## src/rtl/iowin_pkg.sv

```systemverilog
package iowin_pkg;
  typedef enum logic [1:0] {SEQ_IDLE, SEQ_ONE, SEQ_TWO} seq_e;

  localparam int OFS_ERR   = 1;
  localparam int OFS_GATE  = 2;
  localparam int IDX_RD    = 0;
  localparam int IDX_WR    = 1;
  localparam int IDX_CTRL  = 3;
  localparam int IDX_STRAP = 5;
  localparam int IDX_MISC  = 6;

  localparam logic [7:0] KEY_OPEN  = 8'h03;
  localparam logic [7:0] KEY_CLOSE = 8'h83;
  localparam logic [7:0] KEY_DONE  = 8'h85;
endpackage

```

## src/rtl/iowin_seq.sv

```systemverilog
module iowin_seq
  import iowin_pkg::*;
#(
  parameter int ADDR_W = 3,
  parameter int DATA_W = 16
) (
  input  logic              clk,
  input  logic              rst,
  input  logic [ADDR_W-1:0] addr_i,
  input  logic              rd_i,
  input  logic              wr_i,
  input  logic              word_i,
  input  logic [DATA_W-1:0] wdata_i,
  output logic              open_o
);
  seq_e state_q;
  logic key_rd, open_wr, close_wr, any_acc;

  assign any_acc  = rd_i | wr_i;
  assign key_rd   = rd_i && word_i && (addr_i == ADDR_W'(OFS_ERR));
  assign open_wr  = wr_i && !word_i && (addr_i == ADDR_W'(OFS_GATE)) && (wdata_i[7:0] == KEY_OPEN);
  assign close_wr = wr_i && !word_i && (addr_i == ADDR_W'(OFS_GATE)) && (wdata_i[7:0] == KEY_CLOSE);

  always_ff @(posedge clk) begin
    if (rst) begin
      state_q <= SEQ_IDLE;
      open_o  <= 1'b0;
    end else if (open_o) begin
      state_q <= SEQ_IDLE;
      if (close_wr) open_o <= 1'b0;
    end else if (any_acc) begin
      unique case (state_q)
        SEQ_IDLE: state_q <= key_rd ? SEQ_ONE : SEQ_IDLE;
        SEQ_ONE:  state_q <= key_rd ? SEQ_TWO : SEQ_IDLE;
        default: begin
          state_q <= SEQ_IDLE;
          if (open_wr) open_o <= 1'b1;
        end
      endcase
    end
  end

  // the bank opens only on the key write after two word reads
  assert_open_key_R2: assert property (@(posedge clk) disable iff (rst)
    $rose(open_o) |-> $past(wr_i && !word_i && addr_i == ADDR_W'(OFS_GATE) && wdata_i[7:0] == 8'h03));

  // a pending series never survives an access that is not a word read at offset 1
  assert_seq_reset_R3: assert property (@(posedge clk) disable iff (rst)
    (!open_o && any_acc && !(rd_i && word_i && addr_i == ADDR_W'(OFS_ERR))) |=> (state_q == SEQ_IDLE));

  // the bank closes only on the closing key
  assert_close_key_R7: assert property (@(posedge clk) disable iff (rst)
    $fell(open_o) |-> $past(wr_i && !word_i && addr_i == ADDR_W'(OFS_GATE) && wdata_i[7:0] == 8'h83));
endmodule

```

## src/rtl/iowin_cfgregs.sv

```systemverilog
module iowin_cfgregs
  import iowin_pkg::*;
#(
  parameter int              ADDR_W   = 3,
  parameter int              DATA_W   = 16,
  parameter int              REG_W    = 8,
  parameter logic [(1<<ADDR_W)-1:0] REG_MASK = 8'b0110_1011
) (
  input  logic              clk,
  input  logic              rst,
  input  logic              open_i,
  input  logic [ADDR_W-1:0] addr_i,
  input  logic              wr_i,
  input  logic              word_i,
  input  logic [DATA_W-1:0] wdata_i,
  input  logic              strap_i,
  output logic [DATA_W-1:0] rdata_o,
  output logic [REG_W-1:0]  rd_tmg_o,
  output logic [REG_W-1:0]  wr_tmg_o,
  output logic [REG_W-1:0]  ctrl_o,
  output logic [REG_W-1:0]  misc_o,
  output logic              prog_o
);
  localparam int NREG = 1 << ADDR_W;

  logic [REG_W-1:0] cfg_q [NREG];
  logic             wr_en;
  logic [REG_W-1:0] rsel;

  assign wr_en = open_i && wr_i && !word_i;

  always_ff @(posedge clk) begin
    if (rst) begin
      for (int i = 0; i < NREG; i++) cfg_q[i] <= '0;
      prog_o <= 1'b0;
    end else if (wr_en) begin
      for (int i = 0; i < NREG; i++)
        if (REG_MASK[i] && addr_i == ADDR_W'(i)) cfg_q[i] <= wdata_i[REG_W-1:0];
      if (addr_i == ADDR_W'(IDX_CTRL)) prog_o <= (wdata_i[7:0] == KEY_DONE);
    end
  end

  always_comb begin
    rsel = cfg_q[addr_i];
    if (addr_i == ADDR_W'(IDX_STRAP)) rsel[0] = strap_i;
  end

  assign rdata_o  = DATA_W'(rsel);
  assign rd_tmg_o = cfg_q[IDX_RD];
  assign wr_tmg_o = cfg_q[IDX_WR];
  assign ctrl_o   = cfg_q[IDX_CTRL];
  assign misc_o   = cfg_q[IDX_MISC];

  // a closed bank keeps every stored value
  assert_hold_closed_R4: assert property (@(posedge clk) disable iff (rst)
    !open_i |=> ($stable(rd_tmg_o) && $stable(wr_tmg_o) && $stable(ctrl_o) && $stable(misc_o)));

  // the programmed flag rises only on the completion code at the control offset
  assert_prog_set_R9: assert property (@(posedge clk) disable iff (rst)
    $rose(prog_o) |-> $past(open_i && wr_i && !word_i && addr_i == ADDR_W'(IDX_CTRL) && wdata_i[7:0] == 8'h85));

  // strap reads always carry the pin in bit 0
  assert_strap_bit_R8: assert property (@(posedge clk) disable iff (rst)
    (addr_i == ADDR_W'(IDX_STRAP)) |-> (rdata_o[0] == strap_i));
endmodule

```

## src/rtl/iowin_trapdoor.sv

```systemverilog
module iowin_trapdoor
  import iowin_pkg::*;
#(
  parameter int         ADDR_W     = 3,
  parameter int         DATA_W     = 16,
  parameter int         REG_W      = 8,
  parameter logic [7:0] DFLT_RD_S0 = 8'h77,
  parameter logic [7:0] DFLT_RD_S1 = 8'h66,
  parameter logic [7:0] DFLT_WR_S0 = 8'h7A,
  parameter logic [7:0] DFLT_WR_S1 = 8'h69
) (
  input  logic              clk,
  input  logic              rst,
  input  logic [ADDR_W-1:0] bus_addr,
  input  logic              bus_rd,
  input  logic              bus_wr,
  input  logic              bus_word,
  input  logic [DATA_W-1:0] bus_wdata,
  output logic [DATA_W-1:0] bus_rdata,
  output logic              tf_rd,
  output logic              tf_wr,
  output logic [ADDR_W-1:0] tf_addr,
  output logic              tf_word,
  output logic [DATA_W-1:0] tf_wdata,
  input  logic [DATA_W-1:0] tf_rdata,
  input  logic              strap_clk,
  output logic              cfg_open,
  output logic              prog_active,
  output logic [REG_W-1:0]  rd_timing,
  output logic [REG_W-1:0]  wr_timing,
  output logic [REG_W-1:0]  ctrl_cfg,
  output logic [REG_W-1:0]  misc_cfg
);
  logic [DATA_W-1:0] cfg_rdata;
  logic [REG_W-1:0]  prg_rd, prg_wr;

  iowin_seq #(.ADDR_W(ADDR_W), .DATA_W(DATA_W)) u_seq (
    .clk(clk), .rst(rst), .addr_i(bus_addr), .rd_i(bus_rd), .wr_i(bus_wr),
    .word_i(bus_word), .wdata_i(bus_wdata), .open_o(cfg_open)
  );

  iowin_cfgregs #(.ADDR_W(ADDR_W), .DATA_W(DATA_W), .REG_W(REG_W)) u_regs (
    .clk(clk), .rst(rst), .open_i(cfg_open), .addr_i(bus_addr), .wr_i(bus_wr),
    .word_i(bus_word), .wdata_i(bus_wdata), .strap_i(strap_clk), .rdata_o(cfg_rdata),
    .rd_tmg_o(prg_rd), .wr_tmg_o(prg_wr), .ctrl_o(ctrl_cfg), .misc_o(misc_cfg),
    .prog_o(prog_active)
  );

  assign tf_rd     = bus_rd & ~cfg_open;
  assign tf_wr     = bus_wr & ~cfg_open;
  assign tf_addr   = bus_addr;
  assign tf_word   = bus_word;
  assign tf_wdata  = bus_wdata;
  assign bus_rdata = cfg_open ? cfg_rdata : tf_rdata;

  always_ff @(posedge clk) begin
    if (rst) begin
      rd_timing <= '0;
      wr_timing <= '0;
    end else begin
      rd_timing <= prog_active ? prg_rd : (strap_clk ? DFLT_RD_S1 : DFLT_RD_S0);
      wr_timing <= prog_active ? prg_wr : (strap_clk ? DFLT_WR_S1 : DFLT_WR_S0);
    end
  end

  // no task-file strobe leaks while the bank is open
  assert_no_tf_open_R5: assert property (@(posedge clk) disable iff (rst)
    cfg_open |-> (!tf_rd && !tf_wr));

  // empty offsets read as zero in the open bank
  assert_empty_zero_R6: assert property (@(posedge clk) disable iff (rst)
    (cfg_open && (bus_addr == 3'd2 || bus_addr == 3'd4 || bus_addr == 3'd7)) |-> (bus_rdata == '0));

  // programmed timing follows the stored register one edge later
  assert_prog_timing_R10: assert property (@(posedge clk) disable iff (rst)
    $past(prog_active) |-> (rd_timing == $past(prg_rd) && wr_timing == $past(prg_wr)));
endmodule

```

## config.mk

```make
export PLATFORM = sky130hd
export DESIGN_NAME = iowin_trapdoor
export DESIGN_NICKNAME = d
export VERILOG_FILES = /design/src/rtl/iowin_pkg.sv /design/src/rtl/iowin_seq.sv /design/src/rtl/iowin_cfgregs.sv /design/src/rtl/iowin_trapdoor.sv
export SDC_FILE = /design/constraint.sdc
export NUM_CORES = 1
export LEC_CHECK = 0
export ABC_CLOCK_PERIOD_IN_PS = 2000
export BUFFER_PORTS_ARGS = -buffer_cell sky130_fd_sc_hd__buf_2
export CAP_MARGIN = 20
export CORE_AREA = 2 2 102 104
export DETAILED_ROUTE_END_ITERATION = 7
export DIE_AREA = 0 0 104 106
export PLACE_DENSITY_LB_ADDON = 0.05
export REMOVE_ABC_BUFFERS = 1
export SLEW_MARGIN = 10
export SYNTH_ARGS = -nofsm -noshare
export SYNTH_HDL_FRONTEND = slang
export SYNTH_SLANG_ARGS = --single-unit
```

## constraint.sdc

```tcl
create_clock -name clk -period 2 [get_ports clk]
set_clock_uncertainty 0.05 [all_clocks]
set_input_delay 0.1 -clock clk [delete_from_list [all_inputs] [get_ports clk]]
set_output_delay 0.1 -clock clk [all_outputs]
set_load 0.02 [all_outputs]
```

* Word level (Yosys, flattened, before mapping)
Memories as Yosys holds them, arrays and structs flattened.
Index checks and enable logic that the tools add are counted.
** Storage, ports and cells
- Input port bits :: 41
- Word-level logic and storage cells :: 79
- RAM bits :: 64
- Memories kept :: 1
- Output and inout bits :: 72
- Bits in registers :: 20
** Cells by class
- Bitwise logic cells :: 9
- Reductions and logical operators :: 14
- Muxes and demuxes :: 41
- Equal/unequal tests :: 9
** Memories
- u_regs.cfg_q :: words 8, bits a word 8, rd ports 5, clocked after memory_dff 0, wr ports 8, RTL line iowin_cfgregs.sv:26 : logic [REG_W-1:0] cfg_q [NREG];
** Operators by type and width (count)
- 8-bit two-way mux :: 7
- 1-bit two-way mux :: 29
- 8-bit equality test (second input constant) :: 2
- 16-bit two-way mux :: 1
- 5-bit two-way mux :: 2
- 8-bit by 2-bit equality test with 1-bit output (second input constant) :: 1
- 1-bit logical AND :: 8
- 3-bit by 2-bit equality test with 1-bit output (second input constant) :: 2
- 3-bit equality test (second input constant) :: 2
- 1-bit OR :: 6
- 2-bit one-hot mux with 2 select lines :: 1
- 2-bit OR reduction :: 2
- 3-bit by 1-bit equality test with 1-bit output (second input constant) :: 1
- 3-bit zero test :: 1
- 1-bit bitwise AND :: 2
- 2-bit by 1-bit equality test with 1-bit output (second input constant) :: 1
- 2-bit zero test :: 1
- 2-bit two-way mux :: 1
- 2-bit AND reduction :: 1
- 1-bit zero test :: 1
- 1-bit inverter :: 1

* Logic depth before layout (Yosys ltp)
- Word-level depth :: 8
- Mapped depth :: 6
- Gate-level depth less buffers :: 4

* Modules after synthesis
From an unflattened synthesis, not the netlist that was laid out.
** Second synthesis, totals
- Cell total of the unflattened synthesis :: 263
- Area, all modules :: 3140.5 µm²
** By module, submodules not included
- iowin_cfgregs :: instances 1, area each 2055.7 µm², cells each 156, seq. area each 1191.1 µm²
- iowin_trapdoor :: instances 1, area each 895.9 µm², cells each 89, seq. area each 320.3 µm²
- iowin_seq :: instances 1, area each 188.9 µm², cells each 18, seq. area each 60.1 µm²

* Worst setup path after synthesis
Ideal clock, no wire load.
- Path kind :: register -> register
- Start point :: register u_seq.open_o
- End point :: memory u_regs.cfg_q[0][0] (enable)
- Setup time :: 398 ps
- Period minus slack after synthesis :: 2273 ps
- Path buffers :: 1
- Data required time :: 1552 ps
- Stages on the path, launching flop included :: 4
- Slack :: -273 ps
- Arrival :: 1825 ps
- Cell sequence :: dfxtp_1 clkbuf_2 nand3b_2 o41ai_1
** RTL lines
- start: declaration :: RTL line iowin_seq.sv:14 : output logic open_o
- start signal: assignment :: RTL line iowin_seq.sv:27 : open_o <= 1'b0;
- start signal: assignment :: RTL line iowin_seq.sv:30 : if (close_wr) open_o <= 1'b0;
- start signal: assignment :: RTL line iowin_seq.sv:37 : if (open_wr) open_o <= 1'b1;
- end: declaration :: RTL line iowin_cfgregs.sv:26

* Worst setup path in the final report
- Start point :: input strap_clk
- End point :: output bus_rdata[0]
** Between the ends
- Cells in the longest elaborated chain, start to end :: 2
** RTL lines
- start: declaration :: RTL line iowin_trapdoor.sv:26 : input logic strap_clk,
- 1-bit two-way mux :: RTL line iowin_cfgregs.sv:45 : if (addr_i == ADDR_W'(IDX_STRAP)) rsel[0] = strap_i;
- 16-bit two-way mux :: RTL line iowin_trapdoor.sv:54 : assign bus_rdata = cfg_open ? cfg_rdata : tf_rdata;
- end: declaration :: RTL line iowin_trapdoor.sv:19 : output logic [DATA_W-1:0] bus_rdata,
No other way between the ends.

==> results_dict.tcl <==
set metrics [dict create \
    final_cell_count_no_fill 489 \
    clockPowerShare_pct 43.1 \
    synth.ff_latch_count 59 \
    power.switching_fraction_pct 25.9 \
    gp_routability_congestion 0.752 \
    final-setup-viol-count 0 \
    antennaDiodeCount 0 \
    pin_count_of_the_biggest_net_entering_global_routing 21 \
    yosys-top-cells-area "sky130_fd_sc_hd__edfxtp_1 40%, sky130_fd_sc_hd__dfxtp_1 14%, sky130_fd_sc_hd__and2_1 9.2%" \
    layout.area.seq_um2 1570 \
    router_iterations_before_antenna_repair 4 \
    final.fill_count 1052 \
    reg2reg_depth 4 \
    via_count_of_the_first_global_routing_pass 2259 \
    achievable-frequency_mhz 519 \
    power.sequential.fraction_pct 45.8 \
    dr_total_vias 2271 \
    ys_dominant_reg_cell "sky130_fd_sc_hd__edfxtp_1" \
    hpwl_um 5870 \
    synth_cell_type_count 41 \
    die_area_um2 11000 \
    effective_utilization_at_floorplan_pct 29.2 \
    hold_class "primary input to flop" \
    post-route-period-util_pct 96.4 \
    num_rows 37 \
    synth_enable_flop_cells 39 \
    design.core.area_um2 10000 \
    startpoint_type "primary input" \
    synth_compound_gate_area_share_pct 9.37 \
    drt_first_iter_violations 112 \
    synthSimpleGateAreaFrac_pct 23.8 \
    grt_first_pass_wirelength_um 12800 \
    reported_net_switching_power_uw 767 \
    final_area_um2 3690 \
    area_delta_synth_final_pct 26.3 \
    die_height_um 106 \
    port_buffers 96 \
    ant_nets 0 \
    tritoncts.num_buffers 9 \
    synth_top_cell_area_share_pct 40.1 \
    ranking_of_synthesized_cells_by_instance_count "43 x sky130_fd_sc_hd__and2_1, 39 x sky130_fd_sc_hd__edfxtp_1, 21 x sky130_fd_sc_hd__buf_4" \
    clk_latency_worst_skew_pair_ns 0.33 \
    placedInstanceArea_um2 3430 \
    end_kind "primary output" \
    crit_chain "dlygate4sd3_1 -> buf_2 -> mux2_2 -> a221oi_2 -> a31oi_1 -> mux2_4 -> buf_6" \
    cts-htree-levels 3 \
    slowest_delay_ns 0.53 \
    placedCellCount 472 \
    clock_path_buffers 2 \
    yosysWarnings 0 \
    outcome "finished, final reports clean" \
    tightestPinTransition_ns 0.524 \
    most_frequent_cell_after_synthesis "sky130_fd_sc_hd__and2_1" \
    cp.arrival_ns 1.78 \
    synth_xor_area_share_pct 0 \
    setup_repair_after_global_routing_missed_its_margin "no" \
    async_reset_ff_share_pct 0 \
    grt_antenna_before_repair 0 \
    pin_count 113 \
    drv.max_cap_violation_count 0 \
    yosys.area_share.adder_pct 0 \
    intPower_uw 2190 \
    finish.net_count 389 \
    cellPowerDensity_nw_per_um2 800 \
    cts_tree "built" \
    drt_wl_total_um 8150 \
    crit_type "primary input to primary output" \
    max-vdd-ir-drop_v 0.000280 \
    vias_per_cell 4.64 \
    numClockSinks 59 \
    layout_min_cycle_time_ns 1.93 \
    grt.total_usage_pct 15.5 \
    average_footprint_of_a_synthesized_cell_um2 11.0 \
    ctsRootBufferMaster "sky130_fd_sc_hd__clkbuf_8" \
    timing.critical_path.slowest_stage_cell "sky130_fd_sc_hd__dlygate4sd3_1" \
    route.detailed.wl_per_inst_um 16.7 \
    dieWidth_um 104 \
    synth_top_family_by_area "simple AND/OR/NAND/NOR gates" \
    multiplexer_share_of_the_synthesized_area_pct 3.85 \
    grt_remaining_overflow 0 \
    power.combinational.fraction_pct 11.1 \
    drc_errors 0 \
    clk_pin_slew_worst_paths_ns 0.07 \
    timing.slew.headroom_pct 64.8 \
    multi_input_area_um2 1090 \
    syn-cell-area_um2 2920 \
    worstPathRequired_ns 1.85 \
    worst_hold_path.num_cells 2 \
    worst-path-max-fanout 3 \
    post_route_cells_drive_above_1_share_pct 37.1 \
    hold_viol 0 \
    yosys.area.top_type "sky130_fd_sc_hd__edfxtp_1" \
    finalMaxSlewViolations 0 \
    part_of_the_yosys_area_used_for_sequential_elements_pct 53.7 \
    syn_inst 265 \
    power.leakage_uw 0.00161 \
]
## placed cells by master (no fill, tap or decap), types with 5 or more instances in the layout
master / netlist / final
sky130_fd_sc_hd__buf_2: 4 / 95
sky130_fd_sc_hd__and2_1: 43 / 43
sky130_fd_sc_hd__edfxtp_1: 39 / 39
sky130_fd_sc_hd__dfxtp_1: 20 / 20
sky130_fd_sc_hd__a21oi_1: 17 / 17
sky130_fd_sc_hd__nor2_1: 15 / 15
sky130_fd_sc_hd__nor2b_1: 13 / 13
sky130_fd_sc_hd__inv_1: 10 / 10
sky130_fd_sc_hd__mux2i_1: 9 / 9
sky130_fd_sc_hd__clkbuf_8: 0 / 9
sky130_fd_sc_hd__buf_4: 21 / 9
sky130_fd_sc_hd__nand2b_1: 7 / 7
sky130_fd_sc_hd__a22oi_1: 7 / 7
sky130_fd_sc_hd__o221ai_1: 6 / 6
sky130_fd_sc_hd__nand3b_1: 5 / 5
sky130_fd_sc_hd__nand2_1: 5 / 5
## power by group through the flow
stage | clock [µW] | combinational [µW] | sequential, µW
detailed placement | 0 | 327 | 1380
global placement | 0 | 329 | 1380
floorplan | 0 | 107 | 1410
global route | 1370 | 356 | 1360
CTS | 1290 | 332 | 1350
finish | 1270 | 328 | 1350
## layer usage
| metal | routed length (µm) | vias to the layer above | GRT usage (%) |
|---|---|---|---|
| met5 | 0 | - | 0 |
| met4 | 95 | 0 | 4.92 |
| met3 | 469 | 7 | 4.84 |
| met2 | 3540 | 92 | 23.1 |
| met1 | 4050 | 1093 | 21.4 |
| li1 | - | 1079 | - |
## final timing paths
kind / startpoint / slack, ns / endpoint
hold reg to reg: u_regs.cfg_q[1][7] / 0.46 / wr_timing[7]
setup reg to reg: u_seq.open_o / 0.37 / u_regs.prog_o
hold / removal: bus_wdata[7] / 0.06 / u_seq.open_o
setup / recovery: strap_clk / 0.07 / bus_rdata[0]
## worst max-delay path: cells and delay by family
family | cells | cell delay (ns)
multiplexers | 2 | 0.54
buffers and inverters | 3 | 0.79
AO/OA/AOI/OAI | 2 | 0.35
## stage by stage
stage	setup WS (ns)	total power, µW	setup TNS (ns)	util [%]	hold slack, ns
after global placement	0.297	1710	0	34.3	0.150
after detailed placement	0.294	1710	0	34.3	0.150
final	0.0714	2950	0	36.9	0.0559
after global routing	0.00997	3080	0	36.9	0.0473
after CTS	0.00521	2980	0	36.8	0.0355
after floorplan	-0.566	1510	-9.20	-	0.119
## cell families (layout without fill, tap and decap cells)
kind of cell / after synthesis / after routing
AND/OR/NAND/NOR: 108 / 108
AO/OA/AOI/OAI: 42 / 42
multiplexers: 11 / 11
flip-flops: 59 / 59
buffers and inverters: 45 / 133
## final cells by class
class / instances / area share, %
Clock inverter: 5 / 1.69
Sequential cell: 59 / 42.5
Tap cell: 136 / 4.61
Inverter: 10 / 1.02
Multi-Input combinational cell: 161 / 29.6
Clock buffer: 11 / 4.71
Timing Repair Buffer: 107 / 15.8
## timing repair
item | 4_1_cts | 5_1_grt
endpoints found under the hold margin | 1 | 0
hold buffers | 1 | 0
setup buffers | 0 | 0
resized for setup | 1 | 3
pin swaps | 0 | 1
setup endpoints to repair | 1 | 1
## flip-flops by register name (all words and copies together) (netlist names)
signal and flops:
rd_timing 8, u_regs.prog_o 1, u_seq.open_o 1, u_seq.state_q 2, u_regs.cfg_q 39, wr_timing 8
Note: power is estimated with default switching activity, not from simulation.
